File: src/rtl/exc_pkg.sv
package exc_pkg;

  typedef logic [7:0] cause_t;

  localparam cause_t C_RESET  = 8'h00;
  localparam cause_t C_DOUBLE = 8'h03;
  localparam cause_t C_BADPKT = 8'h15;
  localparam cause_t C_PRIV   = 8'h1A;
  localparam cause_t C_PCMIS  = 8'h1E;
  localparam cause_t C_LDMIS  = 8'h20;
  localparam cause_t C_STMIS  = 8'h21;
  localparam cause_t C_TLBRD  = 8'h70;
  localparam cause_t C_TLBWR  = 8'h71;
  localparam cause_t C_IRQ0   = 8'hC0;

  typedef enum logic [1:0] {
    LS_LDMIS = 2'd0,
    LS_STMIS = 2'd1,
    LS_TLBRD = 2'd2,
    LS_TLBWR = 2'd3
  } ls_kind_e;

  // candidate slots fed to the lowest-code selector
  localparam int SRC_RST  = 0;
  localparam int SRC_PKT  = 1;
  localparam int SRC_PRV  = 2;
  localparam int SRC_PCM  = 3;
  localparam int SRC_SLOT = 4;
  localparam int SRC_IRQ  = 5;
  localparam int NUM_SRC  = 6;

  function automatic cause_t ls_code(input logic [1:0] kind);
    case (ls_kind_e'(kind))
      LS_LDMIS: return C_LDMIS;
      LS_STMIS: return C_STMIS;
      LS_TLBRD: return C_TLBRD;
      default:  return C_TLBWR;
    endcase
  endfunction

  function automatic logic is_data(input cause_t c);
    return (c == C_LDMIS) || (c == C_STMIS) || (c == C_TLBRD) || (c == C_TLBWR);
  endfunction

endpackage

File: src/rtl/exc_slot_order.sv
module exc_slot_order
  import exc_pkg::*;
#(
  parameter int VA_W = 32
) (
  input  logic            s0_vld_i,
  input  logic [1:0]      s0_kind_i,
  input  logic [VA_W-1:0] s0_addr_i,
  input  logic            s1_vld_i,
  input  logic [1:0]      s1_kind_i,
  input  logic [VA_W-1:0] s1_addr_i,
  output logic            vld_o,
  output cause_t          code_o,
  output logic [VA_W-1:0] addr_o
);

  // slot 1 is served first regardless of the codes involved
  always_comb begin
    vld_o = s0_vld_i | s1_vld_i;
    if (s1_vld_i) begin
      code_o = ls_code(s1_kind_i);
      addr_o = s1_addr_i;
    end else begin
      code_o = ls_code(s0_kind_i);
      addr_o = s0_addr_i;
    end
  end

endmodule

File: src/rtl/exc_irq_pick.sv
module exc_irq_pick
  import exc_pkg::*;
#(
  parameter int IRQ_N = 8
) (
  input  logic [IRQ_N-1:0] irq_i,
  input  logic [IRQ_N-1:0] en_i,
  output logic             vld_o,
  output cause_t           code_o
);

  localparam int IDX_W = (IRQ_N > 1) ? $clog2(IRQ_N) : 1;

  logic [IRQ_N-1:0] hit;
  logic [IDX_W-1:0] idx;

  for (genvar g = 0; g < IRQ_N; g++) begin : g_line
    assign hit[g] = irq_i[g] & en_i[g];
  end

  // scan from the top so the lowest line number is left standing
  always_comb begin
    idx = '0;
    for (int i = IRQ_N - 1; i >= 0; i--) begin
      if (hit[i]) idx = IDX_W'(i);
    end
  end

  assign vld_o  = |hit;
  assign code_o = C_IRQ0 + cause_t'(idx);

endmodule

File: src/rtl/exc_min_sel.sv
module exc_min_sel
  import exc_pkg::*;
#(
  parameter int NUM   = 6,
  parameter int IDX_W = (NUM > 1) ? $clog2(NUM) : 1
) (
  input  logic [NUM-1:0]      vld_i,
  input  logic [NUM-1:0][7:0] code_i,
  output logic                vld_o,
  output logic [IDX_W-1:0]    idx_o,
  output cause_t              code_o
);

  always_comb begin
    logic              any;
    logic [IDX_W-1:0]  best_idx;
    cause_t            best;
    any      = 1'b0;
    best_idx = '0;
    best     = 8'hFF;
    for (int i = 0; i < NUM; i++) begin
      if (vld_i[i] && (!any || (code_i[i] < best))) begin
        any      = 1'b1;
        best_idx = IDX_W'(i);
        best     = code_i[i];
      end
    end
    vld_o  = any;
    idx_o  = best_idx;
    code_o = best;
  end

endmodule

File: src/rtl/exc_cause_rec.sv
module exc_cause_rec
  import exc_pkg::*;
#(
  parameter int PC_W  = 32,
  parameter int VA_W  = 32,
  parameter int IRQ_N = 8
) (
  input  logic             clk_i,
  input  logic             rst_ni,
  input  logic             rst_req_i,
  input  logic             bad_pkt_i,
  input  logic             priv_i,
  input  logic             pc_misal_i,
  input  logic             ls0_fault_i,
  input  logic [1:0]       ls0_kind_i,
  input  logic [VA_W-1:0]  ls0_addr_i,
  input  logic             ls1_fault_i,
  input  logic [1:0]       ls1_kind_i,
  input  logic [VA_W-1:0]  ls1_addr_i,
  input  logic [IRQ_N-1:0] irq_i,
  input  logic [IRQ_N-1:0] irq_en_i,
  input  logic [PC_W-1:0]  pc_i,
  input  logic             clear_i,
  output logic             take_o,
  output logic [7:0]       cause_o,
  output logic [PC_W-1:0]  elr_o,
  output logic [VA_W-1:0]  badva_o,
  output logic             active_o
);

  localparam int IDX_W = $clog2(NUM_SRC);

  logic                     act_q, take_q;
  cause_t                   cause_q;
  logic [PC_W-1:0]          elr_q;
  logic [VA_W-1:0]          bad_q;

  logic                     act_eff;
  logic                     slot_vld, irq_vld;
  cause_t                   slot_code, irq_code;
  logic [VA_W-1:0]          slot_addr;
  logic [NUM_SRC-1:0]       cand_vld;
  logic [NUM_SRC-1:0][7:0]  cand_code;
  logic                     win_vld;
  logic [IDX_W-1:0]         win_idx;
  cause_t                   win_code, fin_code;

  // a clear in the same cycle makes new requests see an idle block
  assign act_eff = act_q & ~clear_i;

  exc_slot_order #(.VA_W(VA_W)) u_slot (
    .s0_vld_i (ls0_fault_i),
    .s0_kind_i(ls0_kind_i),
    .s0_addr_i(ls0_addr_i),
    .s1_vld_i (ls1_fault_i),
    .s1_kind_i(ls1_kind_i),
    .s1_addr_i(ls1_addr_i),
    .vld_o    (slot_vld),
    .code_o   (slot_code),
    .addr_o   (slot_addr)
  );

  exc_irq_pick #(.IRQ_N(IRQ_N)) u_irq (
    .irq_i (irq_i),
    .en_i  (irq_en_i),
    .vld_o (irq_vld),
    .code_o(irq_code)
  );

  always_comb begin
    cand_vld             = '0;
    cand_code            = '0;
    cand_vld[SRC_RST]    = rst_req_i;
    cand_code[SRC_RST]   = C_RESET;
    cand_vld[SRC_PKT]    = bad_pkt_i;
    cand_code[SRC_PKT]   = C_BADPKT;
    cand_vld[SRC_PRV]    = priv_i;
    cand_code[SRC_PRV]   = C_PRIV;
    cand_vld[SRC_PCM]    = pc_misal_i;
    cand_code[SRC_PCM]   = C_PCMIS;
    cand_vld[SRC_SLOT]   = slot_vld;
    cand_code[SRC_SLOT]  = slot_code;
    cand_vld[SRC_IRQ]    = irq_vld & ~act_eff;
    cand_code[SRC_IRQ]   = irq_code;
  end

  exc_min_sel #(.NUM(NUM_SRC), .IDX_W(IDX_W)) u_min (
    .vld_i (cand_vld),
    .code_i(cand_code),
    .vld_o (win_vld),
    .idx_o (win_idx),
    .code_o(win_code)
  );

  // nested non-reset faults collapse into the double-exception code
  assign fin_code = (act_eff && (win_idx != IDX_W'(SRC_RST))) ? C_DOUBLE : win_code;

  always_ff @(posedge clk_i or negedge rst_ni) begin
    if (!rst_ni) begin
      act_q   <= 1'b0;
      take_q  <= 1'b0;
      cause_q <= C_RESET;
      elr_q   <= '0;
      bad_q   <= '0;
    end else begin
      take_q <= win_vld;
      if (win_vld) begin
        act_q   <= 1'b1;
        cause_q <= fin_code;
        elr_q   <= pc_i;
        if (is_data(fin_code)) bad_q <= slot_addr;
      end else if (clear_i) begin
        act_q <= 1'b0;
      end
    end
  end

  assign take_o   = take_q;
  assign cause_o  = cause_q;
  assign elr_o    = elr_q;
  assign badva_o  = bad_q;
  assign active_o = act_q;

endmodule

File: config.mk
export PLATFORM = sky130hd
export DESIGN_NAME = exc_cause_rec
export DESIGN_NICKNAME = d
export VERILOG_FILES = /design/src/rtl/exc_pkg.sv /design/src/rtl/exc_slot_order.sv /design/src/rtl/exc_irq_pick.sv /design/src/rtl/exc_min_sel.sv /design/src/rtl/exc_cause_rec.sv
export SDC_FILE = /design/constraint.sdc
export NUM_CORES = 1
export LEC_CHECK = 0
export BUFFER_PORTS_ARGS = -buffer_cell sky130_fd_sc_hd__clkbuf_2
export CAP_MARGIN = 5
export CORE_MARGIN = 2
export CORE_UTILIZATION = 44
export CTS_CLUSTER_SIZE = 30
export DETAILED_ROUTE_END_ITERATION = 10
export HOLD_SLACK_MARGIN = 0.12
export PLACE_DENSITY = 0.85
export REMOVE_ABC_BUFFERS = 1
export SLEW_MARGIN = 10
export SYNTH_ARGS = -nofsm -noshare
export SYNTH_HDL_FRONTEND = slang
export SYNTH_SLANG_ARGS = --single-unit
export TNS_END_PERCENT = 50
File: constraint.sdc
create_clock -name clk_i -period 2.57 [get_ports clk_i]
set_input_delay 0.771 -clock clk_i [delete_from_list [all_inputs] [get_ports clk_i]]
set_output_delay 0.771 -clock clk_i [all_outputs]
set_load 0.02 [all_outputs]
==> results of run 1 <==
[power by group through the flow]
stage,Combinational [mW],Sequential [mW],Clock (mW)
after floorplan,0.219,1.64,0
final,0.790,1.41,1.00
after global placement,0.778,1.43,0
after detailed placement,0.800,1.44,0
after global routing,0.861,1.44,1.08
after CTS,0.803,1.42,1.03
[how the worst max path moves through the flow]
stage,startpoint,endpoint,depth (start not counted)
6_report,bad_pkt_i,elr_o[2],6
5_1_grt,bad_pkt_i,elr_o[1],6
3_3_place_gp,bad_pkt_i,elr_o[4],6
3_5_place_dp,bad_pkt_i,elr_o[2],6
4_1_cts,bad_pkt_i,elr_o[1],6
2_1_floorplan,bad_pkt_i,badva_o[0],3
[state kept, by name (all words and copies together), names as in the netlist]
name      flops
cause_o       8
take_o        1
elr_o        32
active_o      1
badva_o      32
[per-layer routing]
| metal | vias to the layer above | global-route usage (%) | routed length (µm) | share of wire, % |
|---|---|---|---|---|
| met5 | - | 0 | 0 | 0 |
| li1 | 1393 | - | - | - |
| met2 | 123 | 35.9 | 4420 | 53 |
| met1 | 1367 | 24.4 | 3270 | 39 |
| met4 | 0 | 6.69 | 129 | 1.5 |
| met3 | 9 | 4.81 | 544 | 6.5 |
[through the flow]
stage	worst slack (ns)	cells	hold WS, ns	TNS (ns)
after CTS	0.310	584	0.490	0
final	0.300	584	0.483	0
after global placement	-0.0179	568	0.462	-0.117
after global routing	0.278	584	0.517	0
after floorplan	-2.45	261	0.475	-80.57
after detailed placement	-0.0595	568	0.472	-1.17
[kinds of logic (layout without fill, tap and decap cells)]
group	count (synthesis)	in the layout	share of synthesized area, %
AO/OA/AOI/OAI	57	57	10.1
buffers and inverters	17	227	2.72
multiplexers	65	65	23.6
flip-flops	74	74	55.1
AND/OR/NAND/NOR	62	62	8.49
[critical path, stage by stage]
cell and delay, ns:
sky130_fd_sc_hd__clkbuf_2 0.09, sky130_fd_sc_hd__or4_4 0.53, sky130_fd_sc_hd__or3_4 0.38, sky130_fd_sc_hd__nor2_8 0.13, sky130_fd_sc_hd__inv_4 0.19, sky130_fd_sc_hd__mux2_1 0.38
[area by class of cell]
type	instances	area share [%]
flip-flops and latches	74	39.2
multi-input cells	184	30.2
repair buffers	208	22.9
clock buffers	9	2.63
well taps	99	2.63
clock inverters	7	2.15
inverters	3	0.292
[cells in the final DEF (no fill, tap or decap), types with 4 or more instances in the layout]
cell	Yosys	final
sky130_fd_sc_hd__nor2_1	41	41
sky130_fd_sc_hd__clkbuf_8	0	9
sky130_fd_sc_hd__dfrtp_1	74	74
sky130_fd_sc_hd__nand2_1	8	8
sky130_fd_sc_hd__mux2i_1	33	33
sky130_fd_sc_hd__a22oi_1	4	4
sky130_fd_sc_hd__clkbuf_2	0	197
sky130_fd_sc_hd__a31oi_1	4	4
sky130_fd_sc_hd__a21oi_1	35	35
sky130_fd_sc_hd__mux2_1	5	5
sky130_fd_sc_hd__mux2_4	27	27
sky130_fd_sc_hd__buf_4	0	10
==> impl_metrics.sql, run 1 <==
INSERT INTO impl_metrics (metric_group, metric, value, unit) VALUES
('clocking', 'htree_levels', '3', ''),
('timing', 'timing.final.max_slew_violations', '0', ''),
('floorplan', 'start_util', '45.8', '%'),
('drt', 'ant_nets', '0', ''),
('clocking', 'post_cts_hold_buffer_count', '0', ''),
('final_layout', 'fillerInstances', '600', ''),
('drt', 'routed_wire_length', '8360', 'µm'),
('critical_path', 'worst_setup_path_start_kind', 'input port', ''),
('global_routing', 'global_route.overflow_total', '0', ''),
('final_layout', 'final_net_count', '605', ''),
('yosys', 'postSynth.asyncResetShare', '100', '%'),
('drt', 'route.vias.total', '2892', ''),
('final_layout', 'insertedDiodeCount', '0', ''),
('drt', 'drt_initial_violations', '56', ''),
('yosys', 'dominantRegCellSynth', 'sky130_fd_sc_hd__dfrtp_1', ''),
('critical_path', 'reg2regPathDepth', '6', ''),
('timing', 'upper_clock_frequency_limit', '441', 'MHz'),
('global_routing', 'antenna_found_initial', '0', ''),
('drt', 'wl_per_cell', '14.3', 'µm'),
('clocking', 'cts_made_buffers', '9', ''),
('yosys', 'yosysTopAreaCell', 'sky130_fd_sc_hd__dfrtp_1', ''),
('timing', 'period_needed', '2.27', 'ns'),
('placed_design', 'dpl_hpwl', '6560', 'µm'),
('drt', 'drc_errors', '0', ''),
('critical_path', 'maximum_fanout_encountered_on_the_critical_timing_path', '35', ''),
('floorplan', 'io-pin-count', '199', ''),
('critical_path', 'worst_ep_required_time', '2.80', 'ns'),
('floorplan', 'die_width', '91.4', 'µm'),
('pwr', 'power_per_cell_area', '679', 'nW/µm²'),
('pwr', 'clock_power_share', '31.2', '%'),
('pwr', 'power.static_leakage', '2.57', 'nW'),
('pwr', 'power.ir.vdd_worst', '0.280', 'mV'),
('pwr', 'p_sw_share', '31.2', '%'),
('min_path', 'holdCritPathClass', 'flip-flop to flip-flop', ''),
('yosys', 'syn-mean-instance-area', '12.2', 'µm²'),
('critical_path', 'worst-r2r-setup-slack', '0.61', 'ns'),
('yosys', 'yosys-top-cells-area', 'sky130_fd_sc_hd__dfrtp_1 (55%), sky130_fd_sc_hd__mux2_4 (12%), sky130_fd_sc_hd__mux2i_1 (9.8%), sky130_fd_sc_hd__a21oi_1 (5.2%), sky130_fd_sc_hd__nor2_1 (4.6%)', ''),
('clocking', 'cts.sinks', '74', ''),
('clocking', 'clockRootBuffer', 'sky130_fd_sc_hd__clkbuf_8', ''),
('min_path', 'worst_min_delay_path_startpoint', 'cause_o[6]', ''),
('critical_path', 'timing.critical_path.arrival', '2.50', 'ns'),
('yosys', 'yosys_warnings', '0', ''),
('yosys', 'postSynthCellCount', '275', ''),
('pwr', 'netSwitchingPower', '1.00', 'mW'),
('drt', 'firstDrtPassIters', '4', ''),
('min_path', 'hold_end', 'cause_o[6]', ''),
('timing', 'worst-slew-pin-transition', '0.894', 'ns'),
('clocking', 'ctsLongestPathBuffers', '2', ''),
('timing', 'timing.clock.skew', '0.00734', 'ns'),
('yosys', 'synth-edff-count', '0', ''),
('critical_path', 'setup.worst_path.end_class', 'flip-flop', ''),
('timing', 'fin_crit_sh', '88.3', '%'),
('final_layout', 'syn_to_layout_area_delta', '40.4', '%'),
('yosys', 'synthesis.area', '3360', 'µm²'),
('pwr', 'pwr-share-seq', '44.1', '%'),
('final_layout', 'design_area_final', '4720', 'µm²'),
('flow_run', 'drv.max_cap_violation_count', '0', ''),
('floorplan', 'die_height', '91.4', 'µm'),
('clocking', 'post_cts_resize_count', '0', ''),
('outcome', 'status', 'completed', ''),
('clocking', 'tritoncts', 'yes', ''),
('yosys', 'synth.most_common_cell', 'sky130_fd_sc_hd__dfrtp_1', ''),
('yosys', 'synth_commonest_cells', 'sky130_fd_sc_hd__dfrtp_1 (74), sky130_fd_sc_hd__nor2_1 (41), sky130_fd_sc_hd__a21oi_1 (35), sky130_fd_sc_hd__mux2i_1 (33), sky130_fd_sc_hd__mux2_4 (27)', ''),
('min_path', 'min_delay_path_depth', '2', ''),
('floorplan', 'standard_cell_rows', '31', ''),
('final_layout', 'post_route_cells_drive_above_1_share', '53.0', '%'),
('final_layout', 'multi_input_comb_area', '1420', 'µm²'),
('placed_design', 'place.gp.congestion', '0.887', ''),
('critical_path', 'critical_path_class', 'input port to flip-flop', ''),
('global_routing', 'grt_use_total', '20.4', '%'),
('clocking', 'post_cts_buffers', '0', '');
Note: power is estimated with default switching activity, not from simulation.
==> run 2: changes to the inputs <==
GPL_TIMING_DRIVEN = 1   (was unset)
RECOVER_POWER = 50   (was unset)
==> run 2 against run 1 <==
Net effect:
- the flow now finishes with violations (capacitance limit, slew limit)
- highest routed layer unchanged
- routed wire length rose by 0.80%
- total power fell by 0.91%
- final cell count did not move
- clock power barely moved
- setup slack got worse by 0.0013 ns
- maximum frequency barely moved
==> impl_metrics.sql, run 2 (synthesized netlist as in run 1, its figures left out) <==
INSERT INTO impl_metrics (metric_group, metric, value, unit) VALUES
('placed_design', 'placement.cell_area', '4490', 'µm²'),
('pwr', 'clock_power_share', '31.5', '%'),
('min_path', 'worst_min_delay_path_startpoint', 'cause_o[6]', ''),
('pwr', 'power.static_leakage', '2.46', 'nW'),
('clocking', 'cts_made_buffers', '9', ''),
('timing', 'rsz_0062_raised_after_global_routing', 'false', ''),
('global_routing', 'wire_length_of_the_first_global_routing_pass', '13600', 'µm'),
('flow_run', 'drv.max_cap_violation_count', '1', ''),
('global_routing', 'grt_use_total', '20.4', '%'),
('critical_path', 'worst_setup_path_start_kind', 'input port', ''),
('final_layout', 'syn_to_layout_area_delta', '38.9', '%'),
('min_path', 'holdCritPathClass', 'flip-flop to flip-flop', ''),
('global_routing', 'grt_max_degree', '75', ''),
('critical_path', 'maximum_fanout_encountered_on_the_critical_timing_path', '35', ''),
('clocking', 'post_cts_hold_buffer_count', '0', ''),
('floorplan', 'standard_cell_rows', '31', ''),
('critical_path', 'r2r_start', 'active_o', ''),
('global_routing', 'antenna_found_initial', '0', ''),
('final_layout', 'post_route_cells_drive_above_1_share', '45.4', '%'),
('floorplan', 'start_util', '45.8', '%'),
('final_layout', 'multi_input_comb_area', '1420', 'µm²'),
('final_layout', 'final_net_count', '605', ''),
('final_layout', 'most-common-layout-cells', 'sky130_fd_sc_hd__clkbuf_2 (161), sky130_fd_sc_hd__dfrtp_1 (74), sky130_fd_sc_hd__nor2_1 (41)', ''),
('pwr', 'power.ir.vdd_worst', '0.278', 'mV'),
('critical_path', 'r2r_end', 'elr_o[2]', ''),
('final_layout', 'fillerInstances', '621', ''),
('global_routing', 'global_route.overflow_total', '0', ''),
('critical_path', 'setup.worst_path.end_class', 'flip-flop', ''),
('clocking', 'clk_transition_reported_paths', '0.09', 'ns'),
('critical_path', 'worst-r2r-setup-slack', '0.61', 'ns'),
('drt', 'routed_wire_length', '8430', 'µm'),
('pwr', 'pwr-share-seq', '44.5', '%'),
('min_path', 'min_delay_path_depth', '2', ''),
('clocking', 'ctsLongestPathBuffers', '2', ''),
('drt', 'route.vias.total', '2880', ''),
('clocking', 'clockRootBuffer', 'sky130_fd_sc_hd__clkbuf_8', ''),
('timing', 'finalHoldViolations', '0', ''),
('clocking', 'post_cts_buffers', '0', ''),
('pwr', 'cell_internal_pwr', '2.17', 'mW'),
('placed_design', 'io_buffer_count', '198', ''),
('outcome', 'status', 'finished, violations left', ''),
('timing', 'upper_clock_frequency_limit', '440', 'MHz'),
('min_path', 'hold_end', 'cause_o[6]', ''),
('placed_design', 'dpl_hpwl', '6560', 'µm'),
('clocking', 'cts.sinks', '74', ''),
('timing', 'fin_crit_sh', '88.4', '%'),
('global_routing', 'first_global_vias', '2875', ''),
('critical_path', 'critical_path_class', 'input port to flip-flop', ''),
('drt', 'avgViaCountPerCell', '4.93', ''),
('floorplan', 'core_area', '7330', 'µm²'),
('drt', 'drt_initial_violations', '65', ''),
('floorplan', 'floorplan.die_area', '8350', 'µm²'),
('critical_path', 'worst_ep_required_time', '2.80', 'ns'),
('final_layout', 'insertedDiodeCount', '0', ''),
('placed_design', 'placement.setup.worst_slack', '-0.0595', 'ns'),
('outcome', 'violations_in_the_final_reports', 'capacitance limit, slew limit', ''),
('drt', 'firstDrtPassIters', '4', ''),
('drt', 'ant_nets', '0', ''),
('critical_path', 'timing.critical_path.arrival', '2.50', 'ns'),
('final_layout', 'design_area_final', '4670', 'µm²'),
('clocking', 'clkLatencyLatePin', '0.34', 'ns'),
('final_layout', 'mostFrequentLayoutCell', 'sky130_fd_sc_hd__clkbuf_2', ''),
('clocking', 'post_cts_resize_count', '0', ''),
('pwr', 'p_sw_share', '31.5', '%'),
('floorplan', 'io-pin-count', '199', ''),
('timing', 'setup-tns-final', '0', 'ns'),
('pwr', 'pwr-share-comb', '24.0', '%'),
('timing', 'final_critical_path_setup_slack', '0.299', 'ns'),
('drt', 'drc_errors', '0', ''),
('timing', 'worst-slew-pin-transition', '1.76', 'ns'),
('timing', 'timing.final.max_slew_violations', '75', ''),
('final_layout', 'final-seq-area', '1850', 'µm²'),
('timing', 'setup_viol', '0', ''),
('drt', 'wl_per_cell', '14.4', 'µm'),
('timing', 'slew_headroom', '-17.1', '%'),
('timing', 'period_needed', '2.27', 'ns'),
('critical_path', 'reg2regPathDepth', '6', ''),
('timing', 'final.hold.worst_slack', '0.483', 'ns'),
('timing', 'timing.clock.skew', '0.00776', 'ns'),
('pwr', 'power_per_cell_area', '680', 'nW/µm²'),
('clocking', 'htree_levels', '3', ''),
('floorplan', 'die_width', '91.4', 'µm'),
('floorplan', 'die_height', '91.4', 'µm'),
('pwr', 'netSwitchingPower', '1.00', 'mW'),
('clocking', 'tritoncts', 'yes', ''),
('placed_design', 'place.gp.congestion', '0.887', '');
## run 2: changes by cell type in the layout (fill, tap and decap cells not counted)
cell                       before  now
sky130_fd_sc_hd__buf_4         10    9
sky130_fd_sc_hd__clkbuf_2     197  161
sky130_fd_sc_hd__clkbuf_1       0   37
## run 2: worst max-delay path, cell delays in order
cell	delay, ns
sky130_fd_sc_hd__clkbuf_2	0.09
sky130_fd_sc_hd__or4_4	0.53
sky130_fd_sc_hd__or3_4	0.38
sky130_fd_sc_hd__nor2_8	0.13
sky130_fd_sc_hd__inv_4	0.19
sky130_fd_sc_hd__mux2_1	0.38
## run 2: layout make-up
cell class | instances | share of cell area (%)
clock buffer | 9 | 2.65
clock inverter | 7 | 2.17
inverter | 3 | 0.295
multi-input combinational | 184 | 30.5
sequential | 74 | 39.7
tap | 99 | 2.65
timing repair buffer | 208 | 22.1
## run 2: power groups by stage
stage	registers (mW)	logic (mW)	clock network, mW
floorplan	1.64	0.219	0
global placement	1.43	0.778	0
detailed placement	1.44	0.800	0
CTS	1.42	0.803	1.03
global route	1.44	0.831	1.08
finish	1.41	0.762	0.999
## run 2: how the worst max path moves through the flow
stage | cells past startpoint | to | from | slack (ns)
final | 6 | elr_o[2] | bad_pkt_i | 0.30
after global routing | 1 | active_o | rst_ni | 0.21
after global placement | 6 | elr_o[4] | bad_pkt_i | -0.02
after detailed placement | 6 | elr_o[2] | bad_pkt_i | -0.06
after floorplan | 3 | badva_o[0] | bad_pkt_i | -2.45
after CTS | 6 | elr_o[1] | bad_pkt_i | 0.31
## run 2: stage by stage
step	power (mW)	utilization, %	cells
after floorplan	1.86	-	261
after global placement	2.21	61.3	568
after detailed placement	2.24	61.3	568
after CTS	3.25	64.4	584
after global routing	3.35	63.7	584
final	3.17	63.7	584
## run 2: per-layer routing
layer / routed length (µm) / global-route usage (%) / vias to the layer above / part of all wire (%)
met5: 0 / 0 / - / 0
met4: 129 / 6.69 / 0 / 1.5
met3: 504 / 4.81 / 9 / 6.0
met2: 4400 / 35.9 / 112 / 52
met1: 3390 / 24.4 / 1367 / 40
li1: - / - / 1392 / -
==> run 3: changes to the inputs <==
--- a/config.mk
+++ b/config.mk
@@ -9,10 +9,10 @@
 export CAP_MARGIN = 5
 export CORE_MARGIN = 2
-export CORE_UTILIZATION = 44
+export CORE_UTILIZATION = 47
 export CTS_CLUSTER_SIZE = 30
 export DETAILED_ROUTE_END_ITERATION = 10
 export GPL_TIMING_DRIVEN = 1
 export HOLD_SLACK_MARGIN = 0.12
-export PLACE_DENSITY = 0.85
+export PLACE_DENSITY = 0.9
 export RECOVER_POWER = 50
 export REMOVE_ABC_BUFFERS = 1
==> constraint.sdc (replaced) <==
create_clock -name clk_i -period 2.65 [get_ports clk_i]
set_input_delay 0.6625 -clock clk_i [delete_from_list [all_inputs] [get_ports clk_i]]
set_output_delay 0.6625 -clock clk_i [all_outputs]
set_load 0.02 [all_outputs]
==> run 3 against run 2 <==
Net effect:
- the flow still finishes with violations (capacitance limit, slew limit)
- routed wire length up 4.9%
- register-to-register slack worse by 0.19 ns
- final cell count down 1.4%
- sequential share of layout area up 0.36 points
- final area down 0.91%
- critical path depth unchanged
- highest routed layer unchanged
==> impl_metrics.sql, run 3 (synthesized netlist as in run 1, its figures left out) <==
INSERT INTO impl_metrics (metric_group, metric, value, unit) VALUES
('global_routing', 'first_global_vias', '2851', ''),
('drt', 'avgViaCountPerCell', '4.99', ''),
('min_path', 'holdCritPathClass', 'flip-flop to flip-flop', ''),
('critical_path', 'critical_path_source', 'bad_pkt_i', ''),
('final_layout', 'insertedDiodeCount', '0', ''),
('global_routing', 'wire_length_of_the_first_global_routing_pass', '13200', 'µm'),
('critical_path', 'timing.critical_path.arrival', '2.52', 'ns'),
('pwr', 'clock_power_share', '31.4', '%'),
('critical_path', 'critical_path_class', 'input port to flip-flop', ''),
('clocking', 'post_cts_buffers', '0', ''),
('clocking', 'post_cts_hold_buffer_count', '0', ''),
('pwr', 'power.ir.vdd_worst', '0.318', 'mV'),
('timing', 'finalHoldViolations', '0', ''),
('pwr', 'power_per_cell_area', '665', 'nW/µm²'),
('timing', 'slew_headroom', '-18.5', '%'),
('pwr', 'power', '3.08', 'mW'),
('pwr', 'power.static_leakage', '2.45', 'nW'),
('floorplan', 'standard_cell_rows', '30', ''),
('min_path', 'worst_min_delay_path_startpoint', 'cause_o[5]', ''),
('pwr', 'p_sw_share', '31.7', '%'),
('final_layout', 'post_route_cells_drive_above_1_share', '44.8', '%'),
('clocking', 'tritoncts', 'yes', ''),
('outcome', 'status', 'finished, violations left', ''),
('critical_path', 'worst_setup_path_start_kind', 'input port', ''),
('pwr', 'pwr-share-seq', '44.8', '%'),
('floorplan', 'core_area', '6870', 'µm²'),
('placed_design', 'io_buffer_count', '198', ''),
('clocking', 'clockRootBuffer', 'sky130_fd_sc_hd__clkbuf_8', ''),
('clocking', 'post_cts_resize_count', '0', ''),
('global_routing', 'grt_use_total', '22.0', '%'),
('min_path', 'min_delay_path_depth', '1', ''),
('drt', 'drt_initial_violations', '118', ''),
('timing', 'timing.clock.skew', '0.00641', 'ns'),
('timing', 'setup_viol', '0', ''),
('placed_design', 'dpl_hpwl', '6900', 'µm'),
('global_routing', 'global_route.overflow_total', '0', ''),
('placed_design', 'placement.cell_area', '4450', 'µm²'),
('final_layout', 'final_net_count', '600', ''),
('drt', 'drc_errors', '0', ''),
('floorplan', 'floorplan.die_area', '7840', 'µm²'),
('clocking', 'cts.sinks', '74', ''),
('global_routing', 'grt_max_degree', '75', ''),
('drt', 'routed_wire_length', '8850', 'µm'),
('final_layout', 'most-common-layout-cells', 'sky130_fd_sc_hd__clkbuf_2 (161), sky130_fd_sc_hd__dfrtp_1 (74), sky130_fd_sc_hd__nor2_1 (41)', ''),
('drt', 'wl_per_cell', '15.4', 'µm'),
('critical_path', 'r2r_start', 'active_o', ''),
('drt', 'firstDrtPassIters', '4', ''),
('final_layout', 'fillerInstances', '577', ''),
('floorplan', 'start_util', '48.9', '%'),
('clocking', 'ctsLongestPathBuffers', '2', ''),
('final_layout', 'syn_to_layout_area_delta', '37.7', '%'),
('critical_path', 'setup.worst_path.end_class', 'flip-flop', ''),
('clocking', 'clk_transition_reported_paths', '0.08', 'ns'),
('flow_run', 'drv.max_cap_violation_count', '1', ''),
('drt', 'ant_nets', '0', ''),
('timing', 'timing.final.max_slew_violations', '75', ''),
('timing', 'period_needed', '2.29', 'ns'),
('outcome', 'violations_in_the_final_reports', 'capacitance limit, slew limit', ''),
('critical_path', 'worst_ep_required_time', '2.87', 'ns'),
('timing', 'upper_clock_frequency_limit', '436', 'MHz'),
('floorplan', 'die_width', '88.6', 'µm'),
('timing', 'rsz_0062_raised_after_global_routing', 'false', ''),
('pwr', 'netSwitchingPower', '0.975', 'mW'),
('timing', 'setup-tns-final', '0', 'ns'),
('clocking', 'clkLatencyLatePin', '0.34', 'ns'),
('final_layout', 'multi_input_comb_area', '1420', 'µm²'),
('pwr', 'cell_internal_pwr', '2.10', 'mW'),
('final_layout', 'mostFrequentLayoutCell', 'sky130_fd_sc_hd__clkbuf_2', ''),
('critical_path', 'reg2regPathDepth', '5', ''),
('timing', 'fin_crit_sh', '86.6', '%'),
('clocking', 'cts_made_buffers', '9', ''),
('final_layout', 'design_area_final', '4630', 'µm²'),
('pwr', 'pwr-share-comb', '23.9', '%'),
('floorplan', 'io-pin-count', '199', ''),
('timing', 'worst-slew-pin-transition', '1.78', 'ns'),
('floorplan', 'die_height', '88.6', 'µm'),
('drt', 'route.vias.total', '2875', ''),
('placed_design', 'place.gp.congestion', '0.891', ''),
('clocking', 'htree_levels', '3', ''),
('global_routing', 'antenna_found_initial', '0', ''),
('final_layout', 'final-seq-area', '1850', 'µm²'),
('critical_path', 'maximum_fanout_encountered_on_the_critical_timing_path', '35', '');
## run 3: cell count changes in the layout (fill, tap and decap cells not counted)
cell                         previous run  this run
sky130_fd_sc_hd__clkinv_4               1         2
sky130_fd_sc_hd__buf_4                  9         4
sky130_fd_sc_hd__clkinv_2               0         1
sky130_fd_sc_hd__clkinvlp_4             2         0
## run 3: through the flow
stage / hold slack [ns] / setup WS [ns] / cells / util, %
2_1_floorplan: 0.367 / -2.26 / 261 / -
3_3_place_gp: 0.466 / 0.0742 / 560 / 64.8
3_5_place_dp: 0.472 / 0.00461 / 560 / 64.8
4_1_cts: 0.476 / 0.378 / 576 / 68.1
5_1_grt: 0.511 / 0.302 / 576 / 67.4
6_report: 0.481 / 0.355 / 576 / 67.4
## run 3: layer usage
layer / global-route usage (%) / share of wire (%)
met4: 8.26 / 1.8
met2: 40.8 / 53
met1: 25.5 / 39
met3: 3.26 / 6.3
met5: 0 / 0
## run 3: power by group through the flow
stage | clock network (mW) | registers (mW) | logic (mW)
floorplan | 0 | 1.59 | 0.213
global placement | 0 | 1.39 | 0.750
detailed placement | 0 | 1.40 | 0.774
CTS | 0.997 | 1.38 | 0.774
global route | 1.04 | 1.40 | 0.803
finish | 0.966 | 1.38 | 0.735
## run 3: worst paths after layout
| path | endpoint | slack [ns] |
|---|---|---|
| worst max-delay path | elr_o[1] | 0.36 |
| worst min-delay path | cause_o[5] | 0.48 |
| worst max register to register | elr_o[1] | 0.42 |
| worst min register to register | cause_o[5] | 0.48 |
| max in group asynchronous | cause_o[7] | 0.80 |
| min in group asynchronous | badva_o[16] | 0.79 |
## run 3: area by class of cell
cell class              instances  share of cell area (%)
flip-flops and latches         74                    40.0
multi-input cells             184                    30.7
repair buffers                203                    21.5
clock buffers                   9                    2.68
well taps                      96                    2.60
clock inverters                 7                    2.16
inverters                       3                   0.297
## run 3: worst max-delay path: stages
cell and delay (ns):
sky130_fd_sc_hd__clkbuf_2 0.12, sky130_fd_sc_hd__or4_4 0.57, sky130_fd_sc_hd__or3_4 0.40, sky130_fd_sc_hd__nor2_8 0.14, sky130_fd_sc_hd__inv_4 0.22, sky130_fd_sc_hd__mux2_1 0.39
